`config.mk`:
```
export PLATFORM = sky130hd
export DESIGN_NAME = icv_report_ctrl
export DESIGN_NICKNAME = d
export VERILOG_FILES = /design/src/rtl/icv_rpt_pkg.sv /design/src/rtl/icv_byte_cmp.sv /design/src/rtl/icv_route.sv /design/src/rtl/icv_err_flag.sv /design/src/rtl/icv_report_ctrl.sv
export SDC_FILE = /design/constraint.sdc
export NUM_CORES = 1
export LEC_CHECK = 0
export BUFFER_PORTS_ARGS = -buffer_cell sky130_fd_sc_hd__buf_2
export CAP_MARGIN = 15
export CORE_AREA = 2 2 406 408
export CTS_CLUSTER_DIAMETER = 80
export DETAILED_ROUTE_END_ITERATION = 10
export DIE_AREA = 0 0 408 410
export GPL_TIMING_DRIVEN = 0
export PLACE_DENSITY_LB_ADDON = 0.2
export SYNTH_ARGS = -nofsm -noshare
export SYNTH_HDL_FRONTEND = slang
export SYNTH_HIERARCHICAL = 1
export SYNTH_SLANG_ARGS = --single-unit
```
`constraint.sdc`:
```
create_clock -name clk -period 5 [get_ports clk]
set_clock_uncertainty 0.2 [all_clocks]
set_input_delay 0.25 -clock clk [delete_from_list [all_inputs] [get_ports clk]]
set_output_delay 0.25 -clock clk [all_outputs]
set_load 0.01 [all_outputs]
```
`src/rtl/icv_rpt_pkg.sv`:
```
// Package: shared types for the ICV check and completion reporter.
// Assumes: the three reporting modes are fully decided by the two
// writeback-enable bits and the error interrupt mask.
package icv_rpt_pkg;

    typedef enum logic [1:0] {
        RPT_SILENT    = 2'd0,
        RPT_IRQ       = 2'd1,
        RPT_WRITEBACK = 2'd2
    } rpt_mode_e;

    typedef struct packed {
        logic done_irq;
        logic err_irq;
        logic wb_req;
        logic wb_fail;
        logic wb_checked;
    } rpt_out_t;

    // Writeback wins over any interrupt setting; otherwise the mask decides.
    function automatic rpt_mode_e decode_mode(input logic wb_a,
                                              input logic wb_b,
                                              input logic err_mask);
        if (wb_a || wb_b)
            return RPT_WRITEBACK;
        else if (!err_mask)
            return RPT_IRQ;
        else
            return RPT_SILENT;
    endfunction

endpackage

```
`src/rtl/icv_byte_cmp.sv`:
```
// Module: byte-granular, length-limited digest comparator.
// Compares the leading LEN bytes of two digests (byte k at bits [8k+7:8k])
// and flags a mismatch only when checking is enabled.
// Assumes: purely combinational; the caller registers the result.
module icv_byte_cmp #(
    parameter int BYTES = 64,
    parameter int LEN_W = $clog2(BYTES + 1)
) (
    input  logic [BYTES*8-1:0] computed_i,
    input  logic [BYTES*8-1:0] reference_i,
    input  logic [LEN_W-1:0]   len_i,
    input  logic               check_en_i,
    output logic               mismatch_o
);

    logic [BYTES-1:0] byte_diff;

    // One comparator per byte, qualified by the length window.
    for (genvar k = 0; k < BYTES; k++) begin : g_byte
        localparam logic [31:0] IDX = 32'(k);
        logic in_window;
        assign in_window    = (32'(len_i) > IDX);
        assign byte_diff[k] = in_window &&
                              (computed_i[8*k +: 8] != reference_i[8*k +: 8]);
    end

    // Reduce the per-byte flags and gate with the check enable.
    always_comb begin
        mismatch_o = check_en_i && (|byte_diff);
    end

endmodule

```
`src/rtl/icv_route.sv`:
```
// Module: decides which completion and error pulses a finished job produces
// and registers them, together with the writeback status fields.
// Assumes: accept_i is already gated by the sticky error status.
module icv_route
    import icv_rpt_pkg::*;
(
    input  logic      clk,
    input  logic      rst_n,
    input  logic      accept_i,
    input  logic      mismatch_i,
    input  logic      check_en_i,
    input  rpt_mode_e mode_i,
    output rpt_out_t  out_o
);

    rpt_out_t nxt;
    rpt_out_t q;

    // Map the mode and compare outcome onto the output pulses.
    always_comb begin
        nxt = '0;
        if (accept_i) begin
            unique case (mode_i)
                RPT_WRITEBACK: begin
                    nxt.done_irq   = 1'b1;
                    nxt.wb_req     = 1'b1;
                    nxt.wb_fail    = mismatch_i;
                    nxt.wb_checked = check_en_i;
                end
                RPT_IRQ: begin
                    nxt.done_irq = !mismatch_i;
                    nxt.err_irq  = mismatch_i;
                end
                default: begin
                    nxt.done_irq = 1'b1;
                end
            endcase
        end
    end

    // Register every output so each pulse lasts one cycle.
    always_ff @(posedge clk) begin
        if (!rst_n) q <= '0;
        else        q <= nxt;
    end

    assign out_o = q;


    // done_err_excl_chk
    done_err_excl_chk: assert property (@(posedge clk) disable iff (!rst_n)
        !(q.done_irq && q.err_irq));


    // err_wb_excl_chk
    err_wb_excl_chk: assert property (@(posedge clk) disable iff (!rst_n)
        !(q.err_irq && q.wb_req));


    // pulse_source_chk
    pulse_source_chk: assert property (@(posedge clk) disable iff (!rst_n)
        (q.done_irq || q.err_irq || q.wb_req) |-> $past(accept_i));


    // wb_mode_chk
    wb_mode_chk: assert property (@(posedge clk) disable iff (!rst_n)
        q.wb_req |-> $past(mode_i == RPT_WRITEBACK));

endmodule

```
`src/rtl/icv_err_flag.sv`:
```
// Module: sticky ICV error status with a write-one-to-clear input.
// Assumes: a set and a clear in the same cycle resolve to set.
module icv_err_flag (
    input  logic clk,
    input  logic rst_n,
    input  logic set_i,
    input  logic clr_i,
    output logic flag_o
);

    logic flag_q;

    // Hold the error until the host clears it.
    always_ff @(posedge clk) begin
        if (!rst_n)     flag_q <= 1'b0;
        else if (set_i) flag_q <= 1'b1;
        else if (clr_i) flag_q <= 1'b0;
    end

    assign flag_o = flag_q;


    // flag_clear_chk
    flag_clear_chk: assert property (@(posedge clk) disable iff (!rst_n)
        (clr_i && !set_i) |=> !flag_q);

endmodule

```
`src/rtl/icv_report_ctrl.sv`:
```
// Module: top of the ICV check and completion reporter.
// Compares the computed digest with the reference on each accepted done
// strobe, then reports through writeback, interrupt or the status bit only.
// Assumes: done_strobe_i is a one-cycle pulse from the hash core.
module icv_report_ctrl
    import icv_rpt_pkg::*;
#(
    parameter int DIGEST_BYTES = 64,
    localparam int DW    = DIGEST_BYTES * 8,
    localparam int LEN_W = $clog2(DIGEST_BYTES + 1)
) (
    input  logic             clk,
    input  logic             rst_n,
    input  logic             done_strobe_i,
    input  logic             check_en_i,
    input  logic [DW-1:0]    computed_icv_i,
    input  logic [DW-1:0]    reference_icv_i,
    input  logic [LEN_W-1:0] icv_len_i,
    input  logic             wb_cfg_a_i,
    input  logic             wb_cfg_b_i,
    input  logic             icv_err_mask_i,
    input  logic             err_clr_i,
    output logic             done_irq_o,
    output logic             err_irq_o,
    output logic             wb_req_o,
    output logic             wb_icv_fail_o,
    output logic             wb_icv_checked_o,
    output logic             err_status_o
);

    logic      mismatch;
    logic      accept;
    logic      err_flag;
    rpt_mode_e mode;
    rpt_out_t  rpt;

    // Decode the reporting mode from configuration.
    always_comb begin
        mode = decode_mode(wb_cfg_a_i, wb_cfg_b_i, icv_err_mask_i);
    end

    // Drop strobes while a previous error is still pending.
    always_comb begin
        accept = done_strobe_i && !err_flag;
    end

    icv_byte_cmp #(
        .BYTES (DIGEST_BYTES),
        .LEN_W (LEN_W)
    ) cmp_i (
        .computed_i  (computed_icv_i),
        .reference_i (reference_icv_i),
        .len_i       (icv_len_i),
        .check_en_i  (check_en_i),
        .mismatch_o  (mismatch)
    );

    icv_route route_i (
        .clk        (clk),
        .rst_n      (rst_n),
        .accept_i   (accept),
        .mismatch_i (mismatch),
        .check_en_i (check_en_i),
        .mode_i     (mode),
        .out_o      (rpt)
    );

    icv_err_flag flag_i (
        .clk    (clk),
        .rst_n  (rst_n),
        .set_i  (accept && mismatch),
        .clr_i  (err_clr_i),
        .flag_o (err_flag)
    );

    assign done_irq_o       = rpt.done_irq;
    assign err_irq_o        = rpt.err_irq;
    assign wb_req_o         = rpt.wb_req;
    assign wb_icv_fail_o    = rpt.wb_fail;
    assign wb_icv_checked_o = rpt.wb_checked;
    assign err_status_o     = err_flag;


    // blocked_strobe_chk
    blocked_strobe_chk: assert property (@(posedge clk) disable iff (!rst_n)
        (done_strobe_i && err_status_o) |=>
            !(done_irq_o || err_irq_o || wb_req_o));


    // blocked_status_chk
    blocked_status_chk: assert property (@(posedge clk) disable iff (!rst_n)
        (done_strobe_i && err_status_o && !err_clr_i) |=> err_status_o);


    // err_implies_status_chk
    err_implies_status_chk: assert property (@(posedge clk) disable iff (!rst_n)
        err_irq_o |-> err_status_o);


    // wb_cfg_chk
    wb_cfg_chk: assert property (@(posedge clk) disable iff (!rst_n)
        wb_req_o |-> $past(wb_cfg_a_i || wb_cfg_b_i));

endmodule

```
==> flow_summary.yaml, run 1 <==
run_status:
  outcome: "completed"
yosys:
  ys_seq_elements: 6
  ys.flop_type: "dfxtp_1"
  yosys_warnings: 6
  synth_common_cells: "xor2_1, xnor2_1, nor4_1, nand4_1, nand2_1"
  async_reset_ff_share_pct: 0
  postSynthAreaPerCell_sq_um: 7.73
  synth_area_sq_um: 6740
  synth_top_cell_area_share_pct: 43.9
  synth_fp_nets: 1910
  syn_inst: 871
  yosysMostFrequentCell: "xor2_1"
  yosysSeqAreaShare_pct: 1.78
  ys_types: 57
  ys_top_cells_by_area: "xor2_1, xnor2_1, nor4_1, nand4_1, nand2_1"
  yosysTopAreaCell: "xor2_1"
  synth-edff-count: 0
power:
  powerDensity_nw_per_um2: 82.6
  p_comb_share_pct: 85.7
  p_sw_share_pct: 43.9
  power_leakage_nw: 6.49
  p_int_uw: 694
  p_seq_share_pct: 4.1
  p_switching_uw: 542
  clock_power_share_pct: 10.2
  ir_drop_v: 0.000115
  power_mw: 1.24
clock_network:
  clock_path_buffers: 2
  root_buffer: "clkbuf_16"
  cts-resized-gates: 0
  clock-sinks: 6
  cts-buffers-inserted: 3
  cts_hold_buffers: 0
  clk_latency_ns: 0.22
  cts_setup_buffers: 0
  clkTransAtPathRegs_ns: 0.03
  tritoncts: "done"
  htreeDepth: 1
detailed_routing:
  viasPerCell: 2.79
  drtIter0Drc: 548
  wl_mm: 110
  route.detailed.drc: 0
  ant_nets: 0
  firstDrtPassIters: 5
  routedWlPerCell_microns: 26.3
  vias: 11602
critical_path:
  cp_slowest_stage_delay_ns: 0.68
  worstSetupEndpointType: "register"
  path_class: "in -> reg"
  crit_top_cell: "a21oi_1"
  cp_cell_sequence: "buf_2 > and2_1 > clkbuf_1 > a21oi_1 > a21oi_1 > o21ai_0 > o221ai_1 > a2111oi_4 > nand4_1 > o31a_1 > and3b_1 > o21a_1"
  cpMaxStageDelayCell: "a21oi_1"
  crit_buf_inv: 2
  startpoint_type: "primary input"
  path_delay_family: "compound AO/OA/AOI/OAI gates"
  worstPathMaxFanout: 7
  arrival_ns: 3.85
  required_ns: 4.91
sta:
  min_period_ns: 3.93
  finalHoldViolCount: 0
  fin_crit_sh_pct: 78.7
  tightest_slew_ns: 1.16
  setup_viol: 0
  max_freq_mhz: 254
  rsz0062_at_grt: "false"
  finalSetupTns_ns: 0
  slew_violations: 0
  setup_ws_ns: 1.07
  max_slew_margin_pct: 22.9
layout:
  syn2layout_area_growth_pct: 122
  fill_cells: 19395
  finalNetCount: 2968
  drive_above_1_share_pct: 55.8
placement:
  place.port_buffers: 1042
  hpwl_mm: 106
  pre_cts_ws_ns: 0.228
  place.gp.congestion: 0.908
grt:
  grt_antenna_before_repair: 275
  grt_use_total_pct: 12.4
  grt_pass1_wl_mm: 131
  grt.overflow.total: 0
  grt_max_degree: 11
  grt_pass1_vias: 11249
floorplanning:
  rows: 149
  die_y_microns: 410
  fp.dieW_microns: 408
  dieArea_sq_um: 167000
  core_area_sq_um: 163000
  initial_core_util_pct: 4.12
  pin_count: 1045
flow_run:
  max-cap-violations: 0
hold_path:
  worst_hold_path_type: "in -> reg"
==> logic make-up after synthesis <==
| group | share of synthesized area, % |
|---|---|
| buffers and inverters | 1.56 |
| flip-flops | 1.78 |
| XOR/XNOR | 66.6 |
| AO/OA/AOI/OAI | 9.71 |
| AND/OR/NAND/NOR | 20.2 |
| adder cells (fa/ha/maj) | 0.149 |
==> state kept, by name (all words and copies together), names as in the netlist <==
signal / flops
route_i/out_o: 5
flag_i/flag_o: 1
==> per-layer routing <==
layer / share of wire [%] / global-route usage (%) / vias to the layer above
li1: - / - / 5256
met1: 36 / 13.4 / 4963
met2: 50 / 22.8 / 835
met3: 11 / 5.93 / 390
met4: 2.2 / 0.645 / 158
met5: 0.93 / 0 / -
==> stage by stage <==
step | cells | utilization (%) | cell area [sq um] | hold slack (ns)
6_report | 4160 | 9.15 | 15000 | 0.0666
3_5_place_dp | 4112 | 9.04 | 14800 | 0.294
3_3_place_gp | 4102 | 8.99 | 14700 | 0.294
5_1_grt | 4135 | 9.12 | 14900 | 0.0776
4_1_cts | 4115 | 9.08 | 14900 | 0.0617
2_1_floorplan | 871 | - | 6740 | 0.167
==> final cells by class <==
cell class                 instances  area [sq um]  area share (%)
buffer                            19          97.6           0.652
antenna                           44           110           0.736
sequential                         6           120           0.803
tap                             2189          2740            18.3
multi-input combinational        844          6540            43.7
timing repair buffer            1053          5280            35.3
inverter                           2          7.51          0.0502
clock buffer                       3          75.1           0.502
==> worst paths after layout <==
kind / startpoint / to / slack, ns / cells after the start
worst min register to register: flag_i/flag_o$_SDFFE_PN0P_ / route_i/out_o[3]$_SDFF_PN0_ / 0.39 / 3
worst min-delay path: rst_n / flag_i/flag_o$_SDFFE_PN0P_ / 0.07 / 2
worst max register to register: flag_i/flag_o$_SDFFE_PN0P_ / route_i/out_o[0]$_SDFF_PN0_ / 3.89 / 3
worst max-delay path: icv_len_i[1] / flag_i/flag_o$_SDFFE_PN0P_ / 1.07 / 12
==> power by group through the flow <==
stage	Clock (mW)	Combinational [mW]	Sequential, mW
3_3_place_gp	0	1.07	0.0515
5_1_grt	0.134	1.16	0.0510
6_report	0.126	1.06	0.0508
3_5_place_dp	0	1.08	0.0515
2_1_floorplan	0	0.383	0.0526
4_1_cts	0.129	1.09	0.0509
==> layout by cell type (no fill, tap or decap), types with 7 or more instances in the layout <==
cell / n
o22ai_1: 8
a21oi_1: 20
a31oi_1: 7
xnor2_1: 174
nor2_1: 8
xor2_1: 338
nor3_1: 8
buf_2: 1052
clkbuf_1: 11
nand3_1: 11
nor4_1: 89
nand4_1: 49
diode_2: 44
o21ai_0: 14
nand2_1: 43
Power figures use the tool's default switching activity.
==> run 2: changes to the inputs <==
- ABC_AREA: unset -> 1
- CORE_AREA: 2 2 406 408 -> 2 2 410 412
- DIE_AREA: 0 0 408 410 -> 0 0 412 414
- clock period: 5 -> 3.9 ns (I/O delays scaled with it)
==> run 2 against run 1 <==
  * Hold slack got worse by 0.042 ns
  * Clock power grew 30%
  * Critical path depth increased by 5
  * Global-route usage fell by 1.4 points
  * Power rose by 42%
  * Via count rose by 9.5%
  * Synthesized cell count increased by 57%
  * Routed wire length shrank 9.5%
  * Critical endpoint unchanged
  * Largest cell class unchanged
==> flow_summary.yaml, run 2 <==
clock_network:
  cts-resized-gates: 0
  cts-buffers-inserted: 3
  clock_path_buffers: 2
  clock-sinks: 6
  clkTransAtPathRegs_ns: 0.03
  root_buffer: "clkbuf_16"
  cts_hold_buffers: 0
  tritoncts: "done"
  htreeDepth: 1
  clk_latency_ns: 0.22
  cts_setup_buffers: 0
sta:
  finalSetupTns_ns: 0
  whs_ns: 0.0244
  fin_crit_sh_pct: 84.0
  tightest_slew_ns: 0.995
  max_slew_margin_pct: 33.6
  rsz0062_at_grt: "false"
  slew_violations: 0
  finalHoldViolCount: 0
  max_freq_mhz: 305
  min_period_ns: 3.28
  setup_viol: 0
detailed_routing:
  firstDrtPassIters: 5
  drtIter0Drc: 645
  wl_mm: 99.1
  route.detailed.drc: 0
  ant_nets: 0
  viasPerCell: 2.74
  vias: 12703
  routedWlPerCell_microns: 21.3
power:
  powerDensity_nw_per_um2: 111
  power_leakage_nw: 7.30
  p_int_mw: 1.00
  clock_power_share_pct: 9.3
  p_sw_share_pct: 43.2
  p_comb_share_pct: 87.0
  p_switching_uw: 761
  ir_drop_v: 0.000128
  p_seq_share_pct: 3.7
placement:
  hpwl_mm: 95.5
  dp_cells: 4613
  place.port_buffers: 1043
  place.gp.congestion: 0.917
layout:
  syn2layout_area_growth_pct: 105
  layout_commonest_cell: "buf_2"
  largest_register_ffs: 5
  post_layout_nonfiller_instances: 4644
  drive_above_1_share_pct: 44.4
  final_cell_mix: "buf_2, nand2_1, xnor2_1"
  finalNetCount: 3453
critical_path:
  worstSetupEndpointType: "register"
  r2r_cells: 5
  crit_buf_inv: 4
  path_delay_family: "simple AND/OR/NAND/NOR gates"
  required_ns: 3.81
  arrival_ns: 3.19
  cp_slowest_stage_delay_ns: 0.60
  cp_cell_sequence: "buf_2 > nor2_4 > nand2_1 > inv_2 > o21ai_1 > nand2_1 > nand2_1 > nor2_1 > nand2_1 > nor2_1 > nand2_1 > nor2_1 > nor2_1 > inv_1 > nor2_1 > inv_1 > a21oi_2"
  r2r_start: "flag_i/flag_o$_SDFFE_PN0P_"
  r2r-end: "route_i/out_o[4]$_SDFF_PN0_"
  worstPathMaxFanout: 10
  path_class: "in -> reg"
  rrSetupSlack_ns: 2.84
  cpMaxStageDelayCell: "nor2_4"
  startpoint_type: "primary input"
yosys:
  ys_seq_elements: 6
  syn_inst: 1364
  async_reset_ff_share_pct: 0
  ys_top_cells_by_area: "xnor2_1, nand2_1, nor2_1, inv_1, o21ai_0"
  synth_top_cell_area_share_pct: 53.3
  postSynthAreaPerCell_sq_um: 5.68
  synth_fp_nets: 2403
  synth_common_cells: "nand2_1, xnor2_1, nor2_1, inv_1, o21ai_0"
  ys_types: 19
  yosys_warnings: 6
  yosysMostFrequentCell: "nand2_1"
  synth_area_sq_um: 7740
  yosysSeqAreaShare_pct: 1.55
  ys.flop_type: "dfxtp_1"
  synth-edff-count: 0
  yosysTopAreaCell: "xnor2_1"
floorplanning:
  dieArea_sq_um: 171000
  fp.dieW_microns: 412
  rows: 150
  pin_count: 1045
  die_y_microns: 414
  initial_core_util_pct: 4.66
  core_area_sq_um: 166000
hold_path:
  hp-start: "rst_n"
  worstHoldEndpoint: "flag_i/flag_o$_SDFFE_PN0P_"
  worst_hold_path_type: "in -> reg"
  worstHoldPathCells: 3
flow_run:
  max-cap-violations: 0
grt:
  grt_antenna_before_repair: 204
  grt_pass1_vias: 12307
  grt_max_degree: 11
  grt_use_total_pct: 11.0
  grt_pass1_wl_mm: 121
  grt.overflow.total: 0
run_status:
  outcome: "completed"
-- run 2: cell count changes in the layout (fill, tap and decap cells not counted), sizes merged, moves of 13 or more --
| cell | previous run | this run |
|---|---|---|
| a21oi | 21 | 5 |
| nand4 | 49 | 10 |
| o21ai | 14 | 46 |
| nor2 | 8 | 165 |
| inv | 2 | 107 |
| buf | 1061 | 1048 |
| xor2 | 338 | 0 |
| diode | 44 | 28 |
| nand2 | 45 | 541 |
| xnor2 | 174 | 471 |
| nor4 | 93 | 0 |
-- run 2: cell families after synthesis --
logic type / Yosys count / synth area share [%]
flops: 6 / 1.55
buf+inv: 110 / 5.44
compound gates: 51 / 3.39
simple gates: 726 / 36.3
xor+xnor: 471 / 53.3
-- run 2: worst max path at each step --
stage	startpoint	endpoint	slack [ns]	cells after the start
3_3_place_gp	icv_len_i[1]	flag_i/flag_o$_SDFFE_PN0P_	0.06	15
4_1_cts	icv_len_i[2]	flag_i/flag_o$_SDFFE_PN0P_	0.40	17
3_5_place_dp	icv_len_i[2]	flag_i/flag_o$_SDFFE_PN0P_	0.18	17
2_1_floorplan	icv_len_i[2]	flag_i/flag_o$_SDFFE_PN0P_	2.14	17
6_report	icv_len_i[2]	flag_i/flag_o$_SDFFE_PN0P_	0.62	17
5_1_grt	icv_len_i[2]	route_i/out_o[4]$_SDFF_PN0_	0.39	16
-- run 2: cell type report --
cell class | instances | area (sq um)
fill | 19904 | 150000
buffer | 3 | 20.0
tap | 2204 | 2760
timing repair buffer | 1045 | 5250
inverter | 107 | 402
sequential | 6 | 120
antenna | 28 | 70.1
multi-input combinational | 1248 | 7210
clock buffer | 3 | 75.1
-- run 2: through the flow --
stage | setup WS [ns] | total power [mW] | utilization (%) | cell area [sq um]
finish | 0.623 | 1.76 | 9.56 | 15900
global route | 0.394 | 1.94 | 9.53 | 15900
CTS | 0.398 | 1.80 | 9.52 | 15800
detailed placement | 0.175 | 1.63 | 9.48 | 15800
global placement | 0.0640 | 1.61 | 9.46 | 15700
floorplan | 2.14 | 0.736 | - | 7740
-- run 2: worst min-delay path: stages --
cell	delay, ns
buf_2	0.11
inv_1	0.06
a21oi_2	0.03
-- run 2: power by group through the flow --
stage	sequential (mW)	combinational, mW	clock (mW)
CTS	0.0654	1.57	0.168
detailed placement	0.0663	1.56	0
global route	0.0658	1.70	0.171
floorplan	0.0674	0.668	0
global placement	0.0663	1.55	0
finish	0.0653	1.53	0.164
-- run 2: layer usage --
metal / vias to the layer above / share of wire, % / global-route usage, %
li1: 6202 / - / -
met3: 314 / 11 / 4.53
met2: 761 / 49 / 20.0
met4: 148 / 1.8 / 0.612
met5: - / 0.95 / 0
met1: 5278 / 37 / 12.5
